$ cat src/rtl/adc_buf_pkg.sv
package adc_buf_pkg;
  localparam int ST_AVAIL = 0;
  localparam int ST_OVF   = 1;
  localparam int ST_OVR   = 2;

  // next index of a circular pointer
  function automatic int unsigned wrap_inc(input int unsigned p, input int unsigned depth);
    return (p + 1 == depth) ? 0 : p + 1;
  endfunction

  // occupancy after one cycle of push/pop
  function automatic int unsigned occ_next(input int unsigned occ, input logic push, input logic pop);
    return occ + (push ? 1 : 0) - (pop ? 1 : 0);
  endfunction
endpackage

$ cat src/rtl/adc_res_fifo.sv
module adc_res_fifo #(
  parameter int DEPTH = 16,
  parameter int DW    = 16,
  parameter int BW    = 8,
  parameter int AW    = $clog2(DEPTH),
  parameter int CW    = AW + 1
) (
  input  logic          clk,
  input  logic          rst_n,
  input  logic          clear,
  input  logic          push,
  input  logic [DW-1:0] push_data,
  input  logic          rd_strobe,
  output logic [BW-1:0] rd_byte,
  output logic          empty,
  output logic          full,
  output logic          last_word,
  output logic          pop
);
  import adc_buf_pkg::*;
  localparam int NLANE = DW / BW;
  localparam int LW    = (NLANE > 1) ? $clog2(NLANE) : 1;

  logic [DW-1:0] mem [DEPTH];
  logic [AW-1:0] rd_ptr, wr_ptr;
  logic [CW-1:0] count;
  logic [LW-1:0] lane;
  logic          lane_last;
  logic [BW-1:0] lane_bytes [NLANE];

  assign empty     = (count == '0);
  assign full      = (count == CW'(DEPTH));
  assign last_word = (count == CW'(1));
  assign lane_last = (lane == LW'(NLANE - 1));
  assign pop       = rd_strobe && !empty && lane_last && !clear;

  for (genvar g = 0; g < NLANE; g++) begin : g_lane
    assign lane_bytes[g] = mem[rd_ptr][g*BW +: BW];
  end
  assign rd_byte = lane_bytes[lane];

  always_ff @(posedge clk) begin
    if (push && !clear) mem[wr_ptr] <= push_data;
  end

  always_ff @(posedge clk or negedge rst_n) begin
    if (!rst_n) begin
      rd_ptr <= '0;
      wr_ptr <= '0;
      count  <= '0;
      lane   <= '0;
    end else if (clear) begin
      // one stale word left at the head
      rd_ptr <= '0;
      wr_ptr <= AW'(wrap_inc(0, DEPTH));
      count  <= CW'(1);
      lane   <= '0;
    end else begin
      if (push) wr_ptr <= AW'(wrap_inc(int'(wr_ptr), DEPTH));
      if (pop)  rd_ptr <= AW'(wrap_inc(int'(rd_ptr), DEPTH));
      count <= CW'(occ_next(int'(count), push, pop));
      if (rd_strobe && !empty) lane <= lane_last ? '0 : lane + LW'(1);
    end
  end


  count_bound_chk: assert property (@(posedge clk) disable iff (!rst_n)
    count <= CW'(DEPTH));

  clear_leaves_one_chk: assert property (@(posedge clk) disable iff (!rst_n)
    clear |=> (count == CW'(1)) && (lane == '0));

  push_grows_chk: assert property (@(posedge clk) disable iff (!rst_n)
    (push && !pop && !clear) |=> count == $past(count) + CW'(1));

  empty_read_lane_chk: assert property (@(posedge clk) disable iff (!rst_n)
    (empty && !clear) |=> $stable(lane));
endmodule

$ cat src/rtl/adc_err_flags.sv
module adc_err_flags (
  input  logic clk,
  input  logic rst_n,
  input  logic clear,
  input  logic conv_start,
  input  logic conv_done,
  input  logic fifo_full,
  input  logic fifo_pop,
  output logic accept,
  output logic ovf_flag,
  output logic ovr_flag
);
  logic busy;
  logic done_ok, ovf_event, ovr_event;

  assign done_ok   = conv_done && busy && !clear;
  assign accept    = done_ok && (!fifo_full || fifo_pop);
  assign ovf_event = done_ok && fifo_full && !fifo_pop;
  assign ovr_event = conv_start && busy && !conv_done && !clear;

  always_ff @(posedge clk or negedge rst_n) begin
    if (!rst_n) begin
      busy     <= 1'b0;
      ovf_flag <= 1'b0;
      ovr_flag <= 1'b0;
    end else if (clear) begin
      busy     <= 1'b0;
      ovf_flag <= 1'b0;
      ovr_flag <= 1'b0;
    end else begin
      if (conv_start)     busy <= 1'b1;
      else if (conv_done) busy <= 1'b0;
      if (ovf_event) ovf_flag <= 1'b1;
      if (ovr_event) ovr_flag <= 1'b1;
    end
  end


  clear_flags_chk: assert property (@(posedge clk) disable iff (!rst_n)
    clear |=> !ovf_flag && !ovr_flag);

  ovf_sticky_chk: assert property (@(posedge clk) disable iff (!rst_n)
    (ovf_flag && !clear) |=> ovf_flag);

  ovr_sticky_chk: assert property (@(posedge clk) disable iff (!rst_n)
    (ovr_flag && !clear) |=> ovr_flag);
endmodule

$ cat src/rtl/adc_irq_ctrl.sv
module adc_irq_ctrl (
  input  logic clk,
  input  logic rst_n,
  input  logic clear,
  input  logic push,
  input  logic pop,
  input  logic last_word,
  input  logic fifo_empty,
  input  logic ctrl_wr,
  input  logic ctrl_en_bit,
  output logic irq
);
  logic pend, en;

  always_ff @(posedge clk or negedge rst_n) begin
    if (!rst_n) begin
      pend <= 1'b0;
      en   <= 1'b0;
    end else begin
      if (ctrl_wr) en <= ctrl_en_bit;
      if (clear)                 pend <= 1'b0;
      else if (push)             pend <= 1'b1;
      else if (pop && last_word) pend <= 1'b0;
    end
  end

  assign irq = pend && en;


  pend_needs_data_chk: assert property (@(posedge clk) disable iff (!rst_n)
    pend |-> !fifo_empty);

  clear_drops_irq_chk: assert property (@(posedge clk) disable iff (!rst_n)
    clear |=> !pend);
endmodule

$ cat src/rtl/adc_result_buffer.sv
module adc_result_buffer #(
  parameter int DEPTH = 16,
  parameter int DW    = 16,
  parameter int BW    = 8
) (
  input  logic          clk,
  input  logic          rst_n,
  input  logic          conv_start,
  input  logic          conv_done,
  input  logic [DW-1:0] conv_data,
  input  logic          clr_wr,
  input  logic          ctrl_wr,
  input  logic [BW-1:0] ctrl_wdata,
  input  logic          data_rd,
  output logic [BW-1:0] data_byte,
  output logic [BW-1:0] status_byte,
  output logic          irq
);
  import adc_buf_pkg::*;

  logic push_ev, pop_ev, fifo_empty, fifo_full, last_word;
  logic ovf_flag, ovr_flag;

  adc_err_flags u_flags (
    .clk(clk), .rst_n(rst_n), .clear(clr_wr),
    .conv_start(conv_start), .conv_done(conv_done),
    .fifo_full(fifo_full), .fifo_pop(pop_ev),
    .accept(push_ev), .ovf_flag(ovf_flag), .ovr_flag(ovr_flag)
  );

  adc_res_fifo #(.DEPTH(DEPTH), .DW(DW), .BW(BW)) u_fifo (
    .clk(clk), .rst_n(rst_n), .clear(clr_wr),
    .push(push_ev), .push_data(conv_data),
    .rd_strobe(data_rd), .rd_byte(data_byte),
    .empty(fifo_empty), .full(fifo_full), .last_word(last_word), .pop(pop_ev)
  );

  adc_irq_ctrl u_irq (
    .clk(clk), .rst_n(rst_n), .clear(clr_wr),
    .push(push_ev), .pop(pop_ev), .last_word(last_word), .fifo_empty(fifo_empty),
    .ctrl_wr(ctrl_wr), .ctrl_en_bit(ctrl_wdata[0]), .irq(irq)
  );

  always_comb begin
    status_byte           = '0;
    status_byte[ST_AVAIL] = !fifo_empty;
    status_byte[ST_OVF]   = ovf_flag;
    status_byte[ST_OVR]   = ovr_flag;
  end


  idle_done_ignored_chk: assert property (@(posedge clk) disable iff (!rst_n)
    (fifo_empty && !push_ev && !clr_wr) |=> fifo_empty);
endmodule

$ cat config.mk
export PLATFORM = sky130hd
export DESIGN_NAME = adc_result_buffer
export DESIGN_NICKNAME = d
export VERILOG_FILES = /design/src/rtl/adc_buf_pkg.sv /design/src/rtl/adc_res_fifo.sv /design/src/rtl/adc_err_flags.sv /design/src/rtl/adc_irq_ctrl.sv /design/src/rtl/adc_result_buffer.sv
export SDC_FILE = /design/constraint.sdc
export NUM_CORES = 1
export LEC_CHECK = 0
export CORE_MARGIN = 2
export CORE_UTILIZATION = 60
export CTS_BUF_LIST = sky130_fd_sc_hd__clkbuf_4 sky130_fd_sc_hd__clkbuf_8
export DETAILED_ROUTE_END_ITERATION = 7
export HOLD_SLACK_MARGIN = 0.08
export PLACE_DENSITY_LB_ADDON = 0.05
export REMOVE_ABC_BUFFERS = 1
export SLEW_MARGIN = 20
export SYNTH_ARGS = -nofsm -noshare
export SYNTH_HDL_FRONTEND = slang
export SYNTH_SLANG_ARGS = --single-unit
$ cat constraint.sdc
create_clock -name clk -period 3.27 [get_ports clk]
set_input_delay 0.654 -clock clk [delete_from_list [all_inputs] [get_ports clk]]
set_output_delay 0.654 -clock clk [all_outputs]
set_load 0.005 [all_outputs]
==> flow_summary.ini, run 1 <==
[outcome]
status = complete, but fails checks
violations = setup timing

[critical_path]
crit_fanout = 5
rr_endpoint = u_fifo.count[4]$_DFF_PN0_
cp-end-kind = output port
regToRegStartpoint = u_fifo.count[2]$_DFF_PN0_
required_ns = 2.62
worstSetupStartpointType = flip-flop
crit_type = reg2out
rrSetupSlack_ns = 0.31
reg2reg_depth = 13
cp.arrival_ns = 2.78

[detailed_routing]
drtIter0Drc = 358
num_vias = 5240
drt-pass1-iter-count = 5
routedWlPerCell_um = 23.94
drc = 0
via_per_inst = 6.030
ant_nets = 0
routed_wl_um = 20800

[logic_synthesis]
synthDominantCellAreaShare = 0.7028
netlist_top_cells_area = edfxtp_1 (70%), mux4_2 (16%), dfrtp_1 (4.3%), ha_1 (1.1%), and2_1 (1.1%)
yosysTopAreaCell = edfxtp_1
ys_seq_area_frac = 0.7463
synthCells = 499
ys_ff_latch = 275
yosys_warnings = 0
syn_area_um2 = 10940
syn_avg_cell_area_um2 = 21.92
yosysUniqueCellTypes = 38

[pwr]
netSwitchingFraction = 0.2027
leakagePower_uw = 0.004343
clkPwrFrac = 0.411
power_density_nw_per_um2 = 595.3
combPwrFrac = 0.087
switchingPower_uw = 1578
sequentialPowerShare = 0.502
peakVddDrop_v = 0.0005430
intPower_uw = 6205

[flow_run]
maxCapViolCount = 0

[clock_network]
cts_made_buffers = 43
clk_pin_slew_ns = 0.07
htree_num_levels = 2
cts_tree = yes
clk_latency_ns = 0.55
cts_root_buffer = clkbuf_8
cts_buffer_depth = 3
cts_sinks = 275

[global_routing]
grt_overflow = 0
grt.total_usage = 0.2239
grt_pass1_vias = 5551
grt_max_degree = 43
antenna_found_initial = 0
grt_pass1_wl_um = 32120

[die]
die_h_um = 139.0
initial_utilization = 0.6110
ios = 48
row_count = 49
die-area_um2 = 19330
core_area_um2 = 17900
die_x_um = 139.0

[place]
gp_congestion = 0.7713
portBuffers = 35
dp.final_hpwl_um = 12110
place_ws_ns = 0.07029

[hold_path]
hold_path_class = reg2reg
worstHoldStart = u_irq.en$_DFFE_PN0P_
hold_depth = 1
min_to = u_irq.en$_DFFE_PN0P_

[final_layout]
multi_input_area_um2 = 2608
regArea_um2 = 8168
fin_util = 0.7303
layout-drive-gt1-share = 0.3547
nets = 651
n_antenna_cell = 0
fill_cells = 1041
area_delta_synth_final_pct = 19.53

[sta]
setup_viol = 8
tightest_slew_ns = 0.9092
fin_setup_tns_ns = -0.8573
fin_skew_ns = 0.02445
max-slew-margin-rel = 0.3939
clock.fmax_mhz = 290.9
period_minus_slack_ns = 3.437
rsz0062_at_grt = true
postLayoutSetupSlackWorst_ns = -0.1673
min_period_over_period = 1.051
hold_viol_final = 0
maxSlewViolCount = 0
## kinds of logic after synthesis
family	after synthesis	share of synthesized area
other	1	0.0003428
DFF	275	0.7463
AOI/OAI and AO/OA	12	0.007093
xor gates and xnor gates	8	0.006406
buffers and inverters	40	0.02002
muxes	91	0.1758
and+or+nand+nor	61	0.03077
adders and majority gates	11	0.01327
## power groups by stage
stage	combinational [uW]	sequential [uW]	clock [uW]
after CTS	710	3910	3270
after detailed placement	585	3990	0
after global placement	561	3980	0
after global routing	732	3910	3420
after floorplan	319	4020	0
final	674	3910	3200
## per-layer routing
| metal | GRT usage | wire length, um | part of all wire |
|---|---|---|---|
| met3 | 0.04420 | 1093 | 0.053 |
| met4 | 0.06805 | 429 | 0.021 |
| met2 | 0.3778 | 10780 | 0.52 |
| met5 | 0 | 0 | 0 |
| met1 | 0.3029 | 8504 | 0.41 |
## registers in the layout, indices dropped and copies added, names as in the netlist
signal	count
u_fifo.mem	256
u_fifo.count	5
u_fifo.rd_ptr	4
u_fifo.wr_ptr	4
u_fifo.lane	1
u_flags.busy	1
u_flags.ovf_flag	1
u_flags.ovr_flag	1
u_irq.en	1
u_irq.pend	1
## cells in the mapped netlist (all sizes together)
library cell,number
a211oi,1
a21o,1
a21oi,5
and2,19
and3,1
buf,22
clkbuf,8
conb,1
dfrtp,19
edfxtp,256
fa,1
ha,10
inv,10
mux2,9
mux2i,2
mux4,80
nand2,4
nand2b,1
nand3,7
nand4bb,1
nor2,14
nor2b,3
nor3,2
nor3b,2
nor4,4
o211ai,1
o21a,1
o21ai,1
o21ba,1
o21bai,1
or2,1
or3,1
or4b,1
xnor2,3
xor2,5
## metrics by stage
stage | total power [uW] | hold slack (ns) | cells | cell area, um^2
after global placement | 4544 | 0.4820 | 779 | 11840
after CTS | 7884 | 0.5013 | 872 | 13150
after floorplan | 4340 | 0.3584 | 473 | 10770
after global routing | 8059 | 0.5085 | 869 | 13070
after detailed placement | 4571 | 0.4872 | 779 | 11840
final | 7783 | 0.4967 | 869 | 13070
## area by class of cell
class / count / share of cell area
clock buffer: 56 / 0.05321
clock inverter: 20 / 0.02077
inverter: 10 / 0.002871
multi-input combinational: 188 / 0.1994
sequential: 275 / 0.6247
tap: 229 / 0.02192
timing repair buffer: 91 / 0.07704
## worst max-delay path, stage by stage (launching register included)
cell	delay [ns]
dfrtp_4	0.52
buf_12	0.16
buf_12	0.12
buf_8	0.13
mux4_2	0.42
mux4_2	0.48
mux2_4	0.28
buf_6	0.11
## timing repair
action | in CTS | in global routing
setup buffers | 14 | 1
hold buffers | 0 | 0
cloned | 3 | 0
gates resized for setup | 62 | 4
pin swaps | 0 | 0
endpoints found under the setup margin | 8 | 9
## worst max path at each step
stage,from,end,slack [ns],depth (start not counted)
finish,u_fifo.rd_ptr[0]$_DFFE_PN0P_,data_byte[7],-0.17,7
global route,u_fifo.rd_ptr[0]$_DFFE_PN0P_,data_byte[2],-0.23,7
CTS,u_fifo.rd_ptr[0]$_DFFE_PN0P_,data_byte[3],-0.20,7
detailed placement,u_fifo.rd_ptr[0]$_DFFE_PN0P_,data_byte[5],0.07,5
global placement,u_fifo.rd_ptr[0]$_DFFE_PN0P_,data_byte[2],0.08,5
floorplan,u_fifo.rd_ptr[0]$_DFFE_PN0P_,data_byte[0],-1.38,3
## layout by cell type (no fill, tap or decap), types with 4 or more instances in the layout
cell type | netlist | layout
clkbuf_4 | 0 | 12
a21oi_1 | 5 | 5
xor2_1 | 5 | 5
bufinv_16 | 0 | 7
clkdlybuf4s50_1 | 0 | 27
buf_6 | 5 | 11
inv_1 | 10 | 10
nor4_1 | 4 | 4
ha_1 | 10 | 10
dfrtp_1 | 19 | 17
nand3_1 | 7 | 7
buf_12 | 0 | 14
conb_1 | 1 | 5
clkbuf_8 | 0 | 44
buf_4 | 7 | 34
nor2_1 | 14 | 14
edfxtp_1 | 256 | 256
mux2_4 | 0 | 8
mux4_2 | 80 | 80
clkinv_1 | 0 | 8
and2_1 | 19 | 19
No activity file was read; power rests on OpenSTA's default activity.
==> run 2, diff against run 1 <==
- DONT_BUFFER_PORTS: not set -> 1
==> run 2 against run 1 <==
Compared with the run above: the run now ends clean; clock power shrank 18%; core utilization shrank 3.6 points; hold slack got worse by 0.31 ns; sequential power hardly changed; wire length is 0.59% lower; global-route usage is 0.60 points lower; non-clock buffer count fell by 52; first-iteration DRC count down 4.5%; register-to-register slack worse by 0.03 ns; worst setup slack gained 0.20 ns; critical path depth shrank 2; total power decreased by 8.6%; critical path type unchanged; critical endpoint is now data_byte[4]; largest power group unchanged; highest routed layer unchanged.
==> flow_summary.ini, run 2 (synthesized netlist as in run 1, its figures left out) <==
[sta]
postLayoutSetupSlackWorst_ns = 0.03449
tightest_slew_ns = 0.8415
fin_skew_ns = 0.02368
min_period_over_period = 0.9895
rsz0062_at_grt = true
fin_setup_tns_ns = 0
period_minus_slack_ns = 3.236
max-slew-margin-rel = 0.4371
hold_viol_final = 0
setup_viol = 0
maxSlewViolCount = 0
clock.fmax_mhz = 309.1

[final_layout]
area_delta_synth_final_pct = 13.58
fin_util = 0.6939
fill_cells = 1132
layout-drive-gt1-share = 0.3390
design_area_um2 = 12420
reg_top3 = u_fifo.mem: 256 flops, u_fifo.count: 5 flops
n_antenna_cell = 0
final_common_cell = edfxtp_1
top_register = u_fifo.mem
layout_common_cells = edfxtp_1 (256), mux4_2 (80), clkbuf_8 (43)
nets = 598
largest_register_ffs = 256

[hold_path]
hold_depth = 1
worstHoldStart = clr_wr
min_to = u_fifo.count[1]$_DFF_PN0_
hold_path_class = in2reg

[pwr]
leakagePower_uw = 0.004033
intPower_uw = 5611
power_density_nw_per_um2 = 572.8
clkPwrFrac = 0.368
netSwitchingFraction = 0.2116
combPwrFrac = 0.083
sequentialPowerShare = 0.549
switchingPower_uw = 1505
peakVddDrop_v = 0.0003953

[die]
die-area_um2 = 19330
die_h_um = 139.0
die_x_um = 139.0
initial_utilization = 0.6110
core_area_um2 = 17900
row_count = 49
ios = 48

[detailed_routing]
drc = 0
routedWlPerCell_um = 25.34
ant_nets = 0
via_per_inst = 6.042
drtIter0Drc = 342
routed_wl_um = 20680
drt-pass1-iter-count = 4
num_vias = 4930

[place]
dp.final_hpwl_um = 11140
portBuffers = 0
gp_congestion = 0.7954
place_ws_ns = 0.2304
placed_cell_area_um2 = 11280

[clock_network]
cts_buffer_depth = 3
cts_made_buffers = 42
cts_tree = yes
cts_root_buffer = clkbuf_8
cts_sinks = 275
clk_pin_slew_ns = 0.06
htree_num_levels = 2
clk_latency_ns = 0.54

[critical_path]
crit_type = reg2out
worstSetupStartpointType = flip-flop
reg2reg_depth = 13
regToRegStartpoint = u_fifo.count[2]$_DFF_PN0_
required_ns = 2.62
rrSetupSlack_ns = 0.28
rr_endpoint = u_fifo.count[4]$_DFF_PN0_
cp-end-kind = output port
crit_fanout = 5
cp.arrival_ns = 2.58

[outcome]
status = complete, no violations

[global_routing]
grt_pass1_vias = 5227
grt.total_usage = 0.2178
antenna_found_initial = 0
grt_max_degree = 68
grt_pass1_wl_um = 30770
grt_overflow = 0

[flow_run]
maxCapViolCount = 0
[run 2: cell type report]
| cell class | instances | area, um^2 | area share |
|---|---|---|---|
| repair buffers | 39 | 543.0 | 0.04371 |
| flip-flops and latches | 275 | 8168 | 0.6575 |
| clock inverters | 17 | 75.07 | 0.006043 |
| inverters | 10 | 37.54 | 0.003021 |
| well taps | 229 | 286.5 | 0.02306 |
| multi-input cells | 188 | 2609 | 0.2100 |
| clock buffers | 58 | 704.4 | 0.05670 |
[run 2: critical path: stages, from the launching register on]
cell	delay (ns)
dfrtp_4	0.47
buf_12	0.16
buf_16	0.13
mux4_2	0.50
mux4_2	0.50
mux2_4	0.30
[run 2: what timing repair did]
action	4_1_cts	5_1_grt
hold endpoints to repair	19	0
resized for setup	13	4
setup buffers	2	3
cloned	4	5
endpoints found under the setup margin	7	9
hold buffers	1	0
pin swaps	0	0
[run 2: worst max path at each step]
| stage | start | to | slack [ns] |
|---|---|---|---|
| detailed placement | u_fifo.count[3]$_DFF_PN0_ | u_fifo.count[4]$_DFF_PN0_ | 0.23 |
| CTS | u_fifo.rd_ptr[0]$_DFFE_PN0P_ | data_byte[0] | -0.03 |
| floorplan | u_fifo.rd_ptr[0]$_DFFE_PN0P_ | data_byte[0] | -1.38 |
| global placement | u_fifo.count[3]$_DFF_PN0_ | u_fifo.count[4]$_DFF_PN0_ | 0.42 |
| global route | u_fifo.rd_ptr[0]$_DFFE_PN0P_ | data_byte[4] | -0.05 |
| finish | u_fifo.rd_ptr[0]$_DFFE_PN0P_ | data_byte[4] | 0.03 |
[run 2: through the flow]
stage / std cells / power, uW / hold slack, ns
6_report: 816 / 7116 / 0.1913
5_1_grt: 816 / 7399 / 0.1432
4_1_cts: 808 / 7132 / 0.1543
3_5_place_dp: 726 / 4442 / 0.3588
3_3_place_gp: 726 / 4424 / 0.3589
2_1_floorplan: 473 / 4340 / 0.3584
[run 2: metal layers]
metal,global-route usage,up-vias,share of wire
met5,0,-,0
met4,0.05529,0,0.013
met3,0.05456,27,0.067
met2,0.3586,141,0.51
met1,0.3002,2602,0.41
li1,-,2160,-
[run 2: power by group through the flow]
stage | Clock [uW] | Combinational (uW) | Sequential [uW]
after floorplan | 0 | 319 | 4020
after global placement | 0 | 449 | 3980
after detailed placement | 0 | 464 | 3980
after CTS | 2680 | 543 | 3910
after global routing | 2850 | 635 | 3910
final | 2620 | 590 | 3910
==> run 3, diff against run 2 <==
- CORE_UTILIZATION: 60 -> 50
==> run 3 against run 2 <==
Compared with the run above: global-route usage shrank 3.2 points; critical endpoint is now data_byte[3]; largest power group unchanged; highest routed layer unchanged; cell area shrank 0.45%; core utilization shrank 12 points.
==> flow_summary.ini, run 3 (synthesized netlist as in run 1, its figures left out) <==
[outcome]
status = complete, no violations

[clock_network]
htree_num_levels = 2
cts_made_buffers = 44
cts_sinks = 275
clk_pin_slew_ns = 0.06
cts_root_buffer = clkbuf_8
cts_buffer_depth = 3
cts_tree = yes
clk_latency_ns = 0.54

[critical_path]
startpoint = u_fifo.rd_ptr[0]$_DFFE_PN0P_
crit_fanout = 11
rrSetupSlack_ns = 0.32
regToRegStartpoint = u_fifo.count[3]$_DFF_PN0_
cp-end-kind = output port
required_ns = 2.62
worstSetupStartpointType = flip-flop
crit_type = reg2out
cp.arrival_ns = 2.60

[die]
row_count = 54
initial_utilization = 0.5059
die_h_um = 151.9
die_x_um = 151.9
die-area_um2 = 23080
core_area_um2 = 21620
ios = 48

[final_layout]
layout-drive-gt1-share = 0.3379
largest_register_ffs = 256
nets = 594
final_common_cell = edfxtp_1
top_register = u_fifo.mem
n_antenna_cell = 0
reg_top3 = u_fifo.mem: 256 flops, u_fifo.count: 5 flops
area_delta_synth_final_pct = 13.06
layout_common_cells = edfxtp_1 (256), mux4_2 (80), clkbuf_8 (46)

[detailed_routing]
via_per_inst = 5.739
drtIter0Drc = 266
drc = 0
ant_nets = 0
routed_wl_um = 21020
routedWlPerCell_um = 24.35
drt-pass1-iter-count = 4
num_vias = 4953

[hold_path]
hold_path_class = in2reg
worstHoldStart = clr_wr

[sta]
fin_skew_ns = 0.01941
min_period_over_period = 0.9956
maxSlewViolCount = 0
period_minus_slack_ns = 3.256
postLayoutSetupSlackWorst_ns = 0.01429
fin_setup_tns_ns = 0
hold_viol_final = 0
tightest_slew_ns = 0.8830
setup_viol = 0
whs_ns = 0.1675
max-slew-margin-rel = 0.4094
clock.fmax_mhz = 307.2
rsz0062_at_grt = true

[global_routing]
grt_pass1_vias = 5280
grt_pass1_wl_um = 31940
grt_max_degree = 68
antenna_found_initial = 0
grt.total_usage = 0.1860
grt_overflow = 0

[pwr]
power_uw = 7169
power_density_nw_per_um2 = 579.7
leakagePower_uw = 0.003986
peakVddDrop_v = 0.0003847

[place]
place_ws_ns = 0.3084
dp.final_hpwl_um = 11790
portBuffers = 0
gp_congestion = 0.7337

[flow_run]
maxCapViolCount = 0
==> run 3: timing repair <==
action,CTS,global route
cloned,1,0
buffers inserted,2,0
resized for setup,14,1
hold buffers,1,0
hold endpoints to repair,19,0
pin swaps,0,0
endpoints found under the setup margin,7,9
==> run 3: cell type report <==
class | count | area (um^2)
Clock buffer | 64 | 768.2
Clock inverter | 13 | 60.06
Fill cell | 1644 | 9254
Inverter | 10 | 37.54
Multi-Input combinational cell | 188 | 2600
Sequential cell | 275 | 8168
Tap cell | 280 | 350.3
Timing Repair Buffer | 33 | 382.9
==> run 3: final timing paths <==
kind	end	cells past startpoint
worst max-delay path	data_byte[3]	4
min in group asynchronous	u_fifo.rd_ptr[0]$_DFFE_PN0P_	1
worst min register to register	u_irq.en$_DFFE_PN0P_	1
max in group asynchronous	u_fifo.rd_ptr[0]$_DFFE_PN0P_	1
worst min-delay path	u_irq.pend$_DFFE_PN0P_	1
worst max register to register	u_fifo.count[4]$_DFF_PN0_	13
==> run 3: power by group <==
group / internal (uW) / switching [uW] / total (uW)
Sequential: 3880 / 29.3 / 3910
Combinational: 277 / 226 / 504
Clock: 1500 / 1250 / 2750
Total: 5660 / 1510 / 7170
==> run 3: per-stage QoR <==
stage / cells / utilization / area [um^2]
floorplan: 473 / - / 10770
global placement: 782 / 0.5282 / 11420
detailed placement: 782 / 0.5282 / 11420
CTS: 863 / 0.5719 / 12360
global route: 863 / 0.5720 / 12370
finish: 863 / 0.5720 / 12370
==> run 3: critical path, cell delays in order, from the launching register on <==
cell     delay [ns]
dfrtp_4        0.52
buf_12         0.19
mux4_2         0.52
mux4_2         0.52
mux2_4         0.29
==> run 3: per-layer routing <==
| layer | part of all wire | GRT usage | up-vias |
|---|---|---|---|
| met4 | 0.019 | 0.05474 | 0 |
| met5 | 0 | 0 | - |
| met1 | 0.43 | 0.2525 | 2675 |
| met2 | 0.50 | 0.3054 | 106 |
| li1 | - | - | 2142 |
| met3 | 0.049 | 0.04392 | 30 |
